[config.mk]
export PLATFORM = sky130hd
export DESIGN_NAME = rob_core
export DESIGN_NICKNAME = d
export VERILOG_FILES = /design/src/rtl/rob_pkg.sv /design/src/rtl/rob_ptrs.sv /design/src/rtl/rob_store.sv /design/src/rtl/rob_exc.sv /design/src/rtl/rob_core.sv
export SDC_FILE = /design/constraint.sdc
export NUM_CORES = 2
export LEC_CHECK = 0
export ABC_CLOCK_PERIOD_IN_PS = 3800
export BUFFER_PORTS_ARGS = -buffer_cell sky130_fd_sc_hd__buf_2
export CAP_MARGIN = 20
export CORE_MARGIN = 3
export CORE_UTILIZATION = 67
export CTS_BUF_LIST = sky130_fd_sc_hd__clkbuf_4 sky130_fd_sc_hd__clkbuf_8
export DETAILED_ROUTE_END_ITERATION = 12
export GPL_TIMING_DRIVEN = 0
export PLACE_DENSITY_LB_ADDON = 0.2
export SLEW_MARGIN = 30
export SYNTH_ARGS = -nofsm -noshare
export SYNTH_HDL_FRONTEND = slang
export SYNTH_SLANG_ARGS = --single-unit
[constraint.sdc]
create_clock -name clk -period 3.8 [get_ports clk]
set_input_delay 0.38 -clock clk [delete_from_list [all_inputs] [get_ports clk]]
set_output_delay 0.38 -clock clk [all_outputs]
set_load 0.01 [all_outputs]
[src/rtl/rob_pkg.sv]
// Package: shared types for the reorder buffer.
// Assumes a 32-bit datapath and 32 architectural registers.
package rob_pkg;
    localparam int XLEN  = 32;
    localparam int REG_W = 5;

    localparam logic [XLEN-1:0] BOOT_PC    = 32'h0000_1000;
    localparam logic [XLEN-1:0] HANDLER_PC = 32'h0000_2000;

    typedef enum logic {
        EXC_FETCH_XLATE = 1'b0,
        EXC_DATA_XLATE  = 1'b1
    } exc_cause_e;

    typedef struct packed {
        logic             valid;
        logic             done;
        logic             fault;
        exc_cause_e       cause;
        logic             we;
        logic [REG_W-1:0] rd;
        logic [XLEN-1:0]  pc;
        logic [XLEN-1:0]  data;
        logic [XLEN-1:0]  addr;
    } rob_slot_t;
endpackage

[src/rtl/rob_ptrs.sv]
// Module: head/tail pointers of the circular buffer.
// Each pointer carries one wrap bit above the index so that full and empty
// can be told apart. Assumes DEPTH is a power of two, push is never asserted
// when full, and pop is never asserted when empty.
module rob_ptrs #(
    parameter int DEPTH = 8,
    localparam int IDX_W = $clog2(DEPTH)
) (
    input  logic             clk,
    input  logic             rst_n,
    input  logic             push,
    input  logic             pop,
    input  logic             clear,
    output logic [IDX_W-1:0] head_idx,
    output logic [IDX_W-1:0] tail_idx,
    output logic             full,
    output logic             empty
);
    logic [IDX_W:0] head_q, tail_q;

    // Advance the pointers; a clear returns both to slot 0.
    always_ff @(posedge clk) begin
        if (!rst_n || clear) begin
            head_q <= '0;
            tail_q <= '0;
        end else begin
            if (push) tail_q <= tail_q + 1'b1;
            if (pop)  head_q <= head_q + 1'b1;
        end
    end

    // Derive the indices and the occupancy flags.
    always_comb begin
        head_idx = head_q[IDX_W-1:0];
        tail_idx = tail_q[IDX_W-1:0];
        empty    = (head_q == tail_q);
        full     = (head_q[IDX_W] != tail_q[IDX_W]) &&
                   (head_q[IDX_W-1:0] == tail_q[IDX_W-1:0]);
    end
endmodule

[src/rtl/rob_store.sv]
// Module: slot storage, one register per slot built by a generate loop.
// Allocation writes a whole slot. A writeback fills the result, or a data
// fault, only into a live slot that is still waiting. Retirement and clear
// release slots. Assumes allocation and retirement never name the same slot.
module rob_store #(
    parameter int DEPTH = 8,
    localparam int IDX_W = $clog2(DEPTH)
) (
    input  logic                      clk,
    input  logic                      rst_n,
    input  logic                      clear,
    input  logic                      alloc_en,
    input  logic [IDX_W-1:0]          alloc_idx,
    input  rob_pkg::rob_slot_t        alloc_slot,
    input  logic                      wb_en,
    input  logic [IDX_W-1:0]          wb_idx,
    input  logic [rob_pkg::XLEN-1:0]  wb_data,
    input  logic                      wb_xfault,
    input  logic [rob_pkg::XLEN-1:0]  wb_addr,
    input  logic                      retire_en,
    input  logic [IDX_W-1:0]          retire_idx,
    input  logic [IDX_W-1:0]          rd_idx,
    output rob_pkg::rob_slot_t        rd_slot
);
    import rob_pkg::*;

    rob_slot_t slots [DEPTH];

    for (genvar i = 0; i < DEPTH; i++) begin : g_slot
        rob_slot_t slot_q;

        // Update one slot: allocate, take a writeback, or release.
        always_ff @(posedge clk) begin
            if (!rst_n || clear) begin
                slot_q <= '0;
            end else if (alloc_en && alloc_idx == IDX_W'(i)) begin
                slot_q <= alloc_slot;
            end else begin
                if (wb_en && wb_idx == IDX_W'(i) && slot_q.valid && !slot_q.done) begin
                    slot_q.done <= 1'b1;
                    slot_q.data <= wb_data;
                    if (wb_xfault) begin
                        slot_q.fault <= 1'b1;
                        slot_q.cause <= EXC_DATA_XLATE;
                        slot_q.addr  <= wb_addr;
                    end
                end
                if (retire_en && retire_idx == IDX_W'(i)) slot_q.valid <= 1'b0;
            end
        end

        assign slots[i] = slot_q;
    end

    assign rd_slot = slots[rd_idx];
endmodule

[src/rtl/rob_exc.sv]
// Module: fetch redirect and exception capture registers.
// Requests the boot address during reset and for one cycle after it. On a
// taken exception it requests the handler address and latches PC, address
// and cause, which hold until the next exception.
module rob_exc (
    input  logic                      clk,
    input  logic                      rst_n,
    input  logic                      take,
    input  rob_pkg::rob_slot_t        head_slot,
    output logic                      redirect_valid,
    output logic [rob_pkg::XLEN-1:0]  redirect_pc,
    output logic [rob_pkg::XLEN-1:0]  exc_pc,
    output logic [rob_pkg::XLEN-1:0]  exc_addr,
    output logic                      exc_cause
);
    import rob_pkg::*;

    logic boot_pend_q;

    // Keep the boot request alive until the first clock after reset.
    always_ff @(posedge clk) begin
        if (!rst_n) boot_pend_q <= 1'b1;
        else        boot_pend_q <= 1'b0;
    end

    // Latch the faulting slot's information when the exception is taken.
    always_ff @(posedge clk) begin
        if (!rst_n) begin
            exc_pc    <= '0;
            exc_addr  <= '0;
            exc_cause <= 1'b0;
        end else if (take) begin
            exc_pc    <= head_slot.pc;
            exc_addr  <= head_slot.addr;
            exc_cause <= head_slot.cause;
        end
    end

    // Choose the fetch restart address.
    always_comb begin
        redirect_valid = boot_pend_q || take;
        redirect_pc    = take ? HANDLER_PC : BOOT_PC;
    end
endmodule

[src/rtl/rob_core.sv]
// Module: reorder buffer top. Claims slots at decode, accepts results and
// data faults at writeback, retires the oldest finished slot, and turns a
// faulting oldest slot into a flush plus a redirect to the handler.
// Assumes DEPTH is a power of two, at least 2.
module rob_core #(
    parameter int DEPTH = 8,
    localparam int IDX_W = $clog2(DEPTH)
) (
    input  logic                      clk,
    input  logic                      rst_n,
    input  logic                      alloc_valid,
    input  logic [rob_pkg::XLEN-1:0]  alloc_pc,
    input  logic [rob_pkg::REG_W-1:0] alloc_rd,
    input  logic                      alloc_we,
    input  logic                      alloc_xfault,
    output logic                      alloc_ready,
    output logic [IDX_W-1:0]          alloc_tag,
    input  logic                      wb_valid,
    input  logic [IDX_W-1:0]          wb_tag,
    input  logic [rob_pkg::XLEN-1:0]  wb_data,
    input  logic                      wb_xfault,
    input  logic [rob_pkg::XLEN-1:0]  wb_addr,
    output logic                      commit_valid,
    output logic [rob_pkg::REG_W-1:0] commit_rd,
    output logic [rob_pkg::XLEN-1:0]  commit_data,
    output logic                      commit_we,
    output logic                      flush,
    output logic                      redirect_valid,
    output logic [rob_pkg::XLEN-1:0]  redirect_pc,
    output logic [rob_pkg::XLEN-1:0]  exc_pc,
    output logic [rob_pkg::XLEN-1:0]  exc_addr,
    output logic                      exc_cause
);
    import rob_pkg::*;

    logic [IDX_W-1:0] head_idx, tail_idx;
    logic             full, empty, push, retire, take_exc;
    rob_slot_t        head_slot, new_slot;

    // Decide retirement, exception and allocation for this cycle.
    always_comb begin
        take_exc    = !empty && head_slot.valid && head_slot.done && head_slot.fault;
        retire      = !empty && head_slot.valid && head_slot.done && !head_slot.fault;
        alloc_ready = !full && !take_exc;
        push        = alloc_valid && alloc_ready;
        alloc_tag   = tail_idx;
    end

    // Build the slot written at allocation; a fetch fault needs no writeback.
    always_comb begin
        new_slot       = '0;
        new_slot.valid = 1'b1;
        new_slot.done  = alloc_xfault;
        new_slot.fault = alloc_xfault;
        new_slot.cause = EXC_FETCH_XLATE;
        new_slot.we    = alloc_we;
        new_slot.rd    = alloc_rd;
        new_slot.pc    = alloc_pc;
        new_slot.addr  = alloc_pc;
    end

    // Drive the register-file port and the flush.
    always_comb begin
        commit_valid = retire;
        commit_rd    = head_slot.rd;
        commit_data  = head_slot.data;
        commit_we    = retire && head_slot.we;
        flush        = take_exc;
    end

    rob_ptrs #(.DEPTH(DEPTH)) u_ptrs (
        .clk      (clk),
        .rst_n    (rst_n),
        .push     (push),
        .pop      (retire),
        .clear    (take_exc),
        .head_idx (head_idx),
        .tail_idx (tail_idx),
        .full     (full),
        .empty    (empty)
    );

    rob_store #(.DEPTH(DEPTH)) u_store (
        .clk        (clk),
        .rst_n      (rst_n),
        .clear      (take_exc),
        .alloc_en   (push),
        .alloc_idx  (tail_idx),
        .alloc_slot (new_slot),
        .wb_en      (wb_valid),
        .wb_idx     (wb_tag),
        .wb_data    (wb_data),
        .wb_xfault  (wb_xfault),
        .wb_addr    (wb_addr),
        .retire_en  (retire),
        .retire_idx (head_idx),
        .rd_idx     (head_idx),
        .rd_slot    (head_slot)
    );

    rob_exc u_exc (
        .clk            (clk),
        .rst_n          (rst_n),
        .take           (take_exc),
        .head_slot      (head_slot),
        .redirect_valid (redirect_valid),
        .redirect_pc    (redirect_pc),
        .exc_pc         (exc_pc),
        .exc_addr       (exc_addr),
        .exc_cause      (exc_cause)
    );
endmodule

==> results.md <==
- Gpl congestion: 0.9765
- Status: finished, violations left
- Register area: around 0.018 sq mm
- TritonRoute pass-1 iters: 8
- Skew final: 0.02269 ns
- Post-synth EDFFs: 0
- Top-area cell type share of the netlist area: between 40 and 50%
- Worst slew pin tran: approximately 1.0 ns
- Worst Path Required: between 3 and 4 ns
- Clock H-tree levels: 4
- Worst Min Path Start: alloc_pc[22]
- Commonest non-fill, non-tap cells in the layout: 1378 x nand2_1, 922 x dfxtp_1, 643 x a21oi_1, 294 x buf_2, 284 x nor2_1
- Clock Root Buffer: clkbuf_8
- Post-synthesis register bit count: 922
- Hold Vio Cnt, Final: 0
- Final Setup Violations: 2
- Worst skew pair latency: between 0.8 and 0.9 ns
- # fillers: roughly 4400
- Worst Path Max Fanout: 18
- Cell Count, Final, Fillers Out: 6100
- Vias in the first global route: about 37000
- Die footprint: ~0.066 sq mm
- Fmax: about 260 MHz
- Clk buf depth: 3
- TNS Setup: -0.09699 ns
- I/O Buffers: around 120
- Cells after Synth: 4778
- Slew Viols, Final: 0
- Setup WS post-layout: -0.08913 ns
- Area of the multi-input gates: roughly 0.021 sq mm
- Power Density: approximately 500 mW/mm^2
- CTS tree: built
- Vias after detailed routing: 39163
- Initial DRC Count: 5370
- Mean Syn Cell Area: between 8 and 9 sq um
- Max VDD drop: about 0.37 mV
- Synth Flop Type: dfxtp_1
- HP Class: in2reg
- Post-synth ARST share: 0%
- Max_slew headroom: roughly a third
- Initial antenna violation count: 18
- Post-synthesis sequential area ratio: a little over two fifths
- Yosys warning count: 0
- Count of clock tree sinks: slightly above 900
- Max-cap viol count: 0
- Number of vias per cell: around 6.4
- Dpl ws: -0.2287 ns
- DRC Markers: 0
- Die height: about 260 microns
- Worst-path clk slew: around 0.060 ns
- Total core area: roughly 0.062 sq mm
- Area Growth Syn to Fin: 13.66%
- Crit path from: u_ptrs.head_q[2]$_SDFFE_PP0P_
- Total detailed-routing wirelength: 144.7 mm
- Failing checks: negative setup slack
- Cell taking the most area after synthesis: dfxtp_1
- Synth area leaders: dfxtp_1 44%, nand2_1 12%, mux4_2 11%
- Worst Setup End Kind: output pin
- Critical path class: reg2out
- Chip Width: between 200 and 300 microns
- # IOs: ~250
- Synth unique cells: 48
- Initial core utilization: 67.93%
- HPWL after DPL: a little under 100 mm
- Critical Path AT: between 3 and 4 ns
- Kind of start point of the critical path: flip-flop
- P_leak: between 0.015 and 0.02 uW
- Commonest non-fill, non-tap cell in the layout: nand2_1
- Gr usage total: about 42%
- # nets final: around 5300
- Syn Std Cell Area: 0.04208 sq mm
- R2R setup slack: 0.28 ns
- Tcrit/Tclk final: 102.3%
- CTS buffer count: 151
- Share of layout cells above drive strength 1: ~18%
- WL/cell: between 20 and 25 microns
- First-pass GRT wire length: between 200 and 250 mm
- Largest net degree at the start of global routing: 20
- Grt ovf: 0
- Tmin final: just under 4 ns
- Cell Rows: roughly 90
- Routed Antenna Nets: 0
- Placed Instances: 5762
- R2r startpoint: u_ptrs.head_q[2]$_SDFFE_PP0P_
state kept, by name, summed over array words and instances (netlist names):
| register | count |
|---|---|
| u_store.g_slot.slot_q | 848 |
| u_exc.exc_addr | 32 |
| u_exc.exc_pc | 32 |
| u_ptrs.head_q | 4 |
| u_ptrs.tail_q | 4 |
| u_exc.boot_pend_q | 1 |
| u_exc.exc_cause | 1 |
cell families (layout without fill, tap and decap cells):
family                   Yosys count  after routing  share of synthesized area (%)
AO/OA/AOI/OAI                   1003           1003                          15.21
XOR/XNOR                           6              6                         0.1249
adder cells (fa/ha/maj)           12             12                         0.3568
buffers and inverters            619           1055                          6.786
flip-flops                       922            922                          43.87
multiplexers                     466            466                          17.30
other                              1             50                       0.008912
AND/OR/NAND/NOR                 1749           1749                          16.35
report_power, final:
| group | total, uW | switching, uW | internal [uW] |
|---|---|---|---|
| registers | 10200 | 195 | 9960 |
| clock network | 9400 | 4130 | 5270 |
| logic | 4270 | 2930 | 1340 |
| total | 23800 | 7260 | 16600 |
cells in the mapped netlist (6+ instances only):
| cell | number |
|---|---|
| nand2_1 | 1378 |
| dfxtp_1 | 922 |
| a21oi_1 | 643 |
| nor2_1 | 284 |
| mux2i_1 | 257 |
| clkbuf_1 | 238 |
| mux4_2 | 208 |
| a211oi_1 | 186 |
| buf_2 | 182 |
| buf_1 | 110 |
| buf_4 | 81 |
| a211oi_2 | 77 |
| a311oi_1 | 68 |
| nor3_1 | 16 |
| ha_1 | 12 |
| and3_1 | 11 |
| nand3_1 | 11 |
| nand3_2 | 8 |
| nand4b_1 | 8 |
| o211ai_1 | 8 |
| inv_1 | 6 |
cell type report:
class                   instances  area share [%]
clock inverters                15          0.2590
diodes                         20          0.1046
clock buffers                 249           6.577
flip-flops and latches        922           38.59
multi-input cells            3266           43.73
plain buffers                 608           6.046
repair buffers                175           2.428
inverters                       8         0.06802
well taps                     837           2.190
final timing paths:
kind / depth (start not counted) / endpoint
worst max register to register: 8 / u_exc.exc_addr[27]$_SDFFE_PN0P_
worst min-delay path: 3 / u_store.g_slot[5].slot_q[22]$_SDFFE_PP0P_
worst min register to register: 2 / u_store.g_slot[7].slot_q[79]$_SDFFE_PP0N_
worst max-delay path: 8 / redirect_pc[13]
critical path, stage by stage (launching register included):
cell	delay, ns
dfxtp_1	0.44
clkbuf_4	0.41
xor2_1	0.30
nor4_2	0.12
nor2_1	0.41
nand2_1	0.32
inv_4	0.36
buf_4	0.17
buf_2	0.12
through the flow:
| stage | total power (uW) | util, % | cell area, sq um | hold WS (ns) |
|---|---|---|---|---|
| after global routing | 24320 | 77.18 | 47800 | 0.03969 |
| after CTS | 23490 | 77.08 | 47740 | 0.0006631 |
| after detailed placement | 14300 | 70.79 | 43850 | 0.4438 |
| after global placement | 14240 | 70.75 | 43820 | 0.4382 |
| final | 23830 | 77.21 | 47820 | 0.01349 |
| after floorplan | 12930 | - | 42190 | 0.4315 |
per-layer routing:
metal	track usage (%)	vias to the layer above	wire length, microns
met5	0	-	56
met4	28.13	8	10450
met3	13.65	713	20280
met2	62.80	2942	61900
met1	53.23	18434	51990
li1	-	17066	-
timing repair:
action / in CTS / in global routing
resized for setup: 27 / 14
hold buffers: 57 / 0
buffers inserted: 0 / 0
hold endpoints to repair: 386 / 0
cloned: 0 / 0
setup endpoints to repair: 40 / 36
Note: power is estimated with default switching activity, not from simulation.
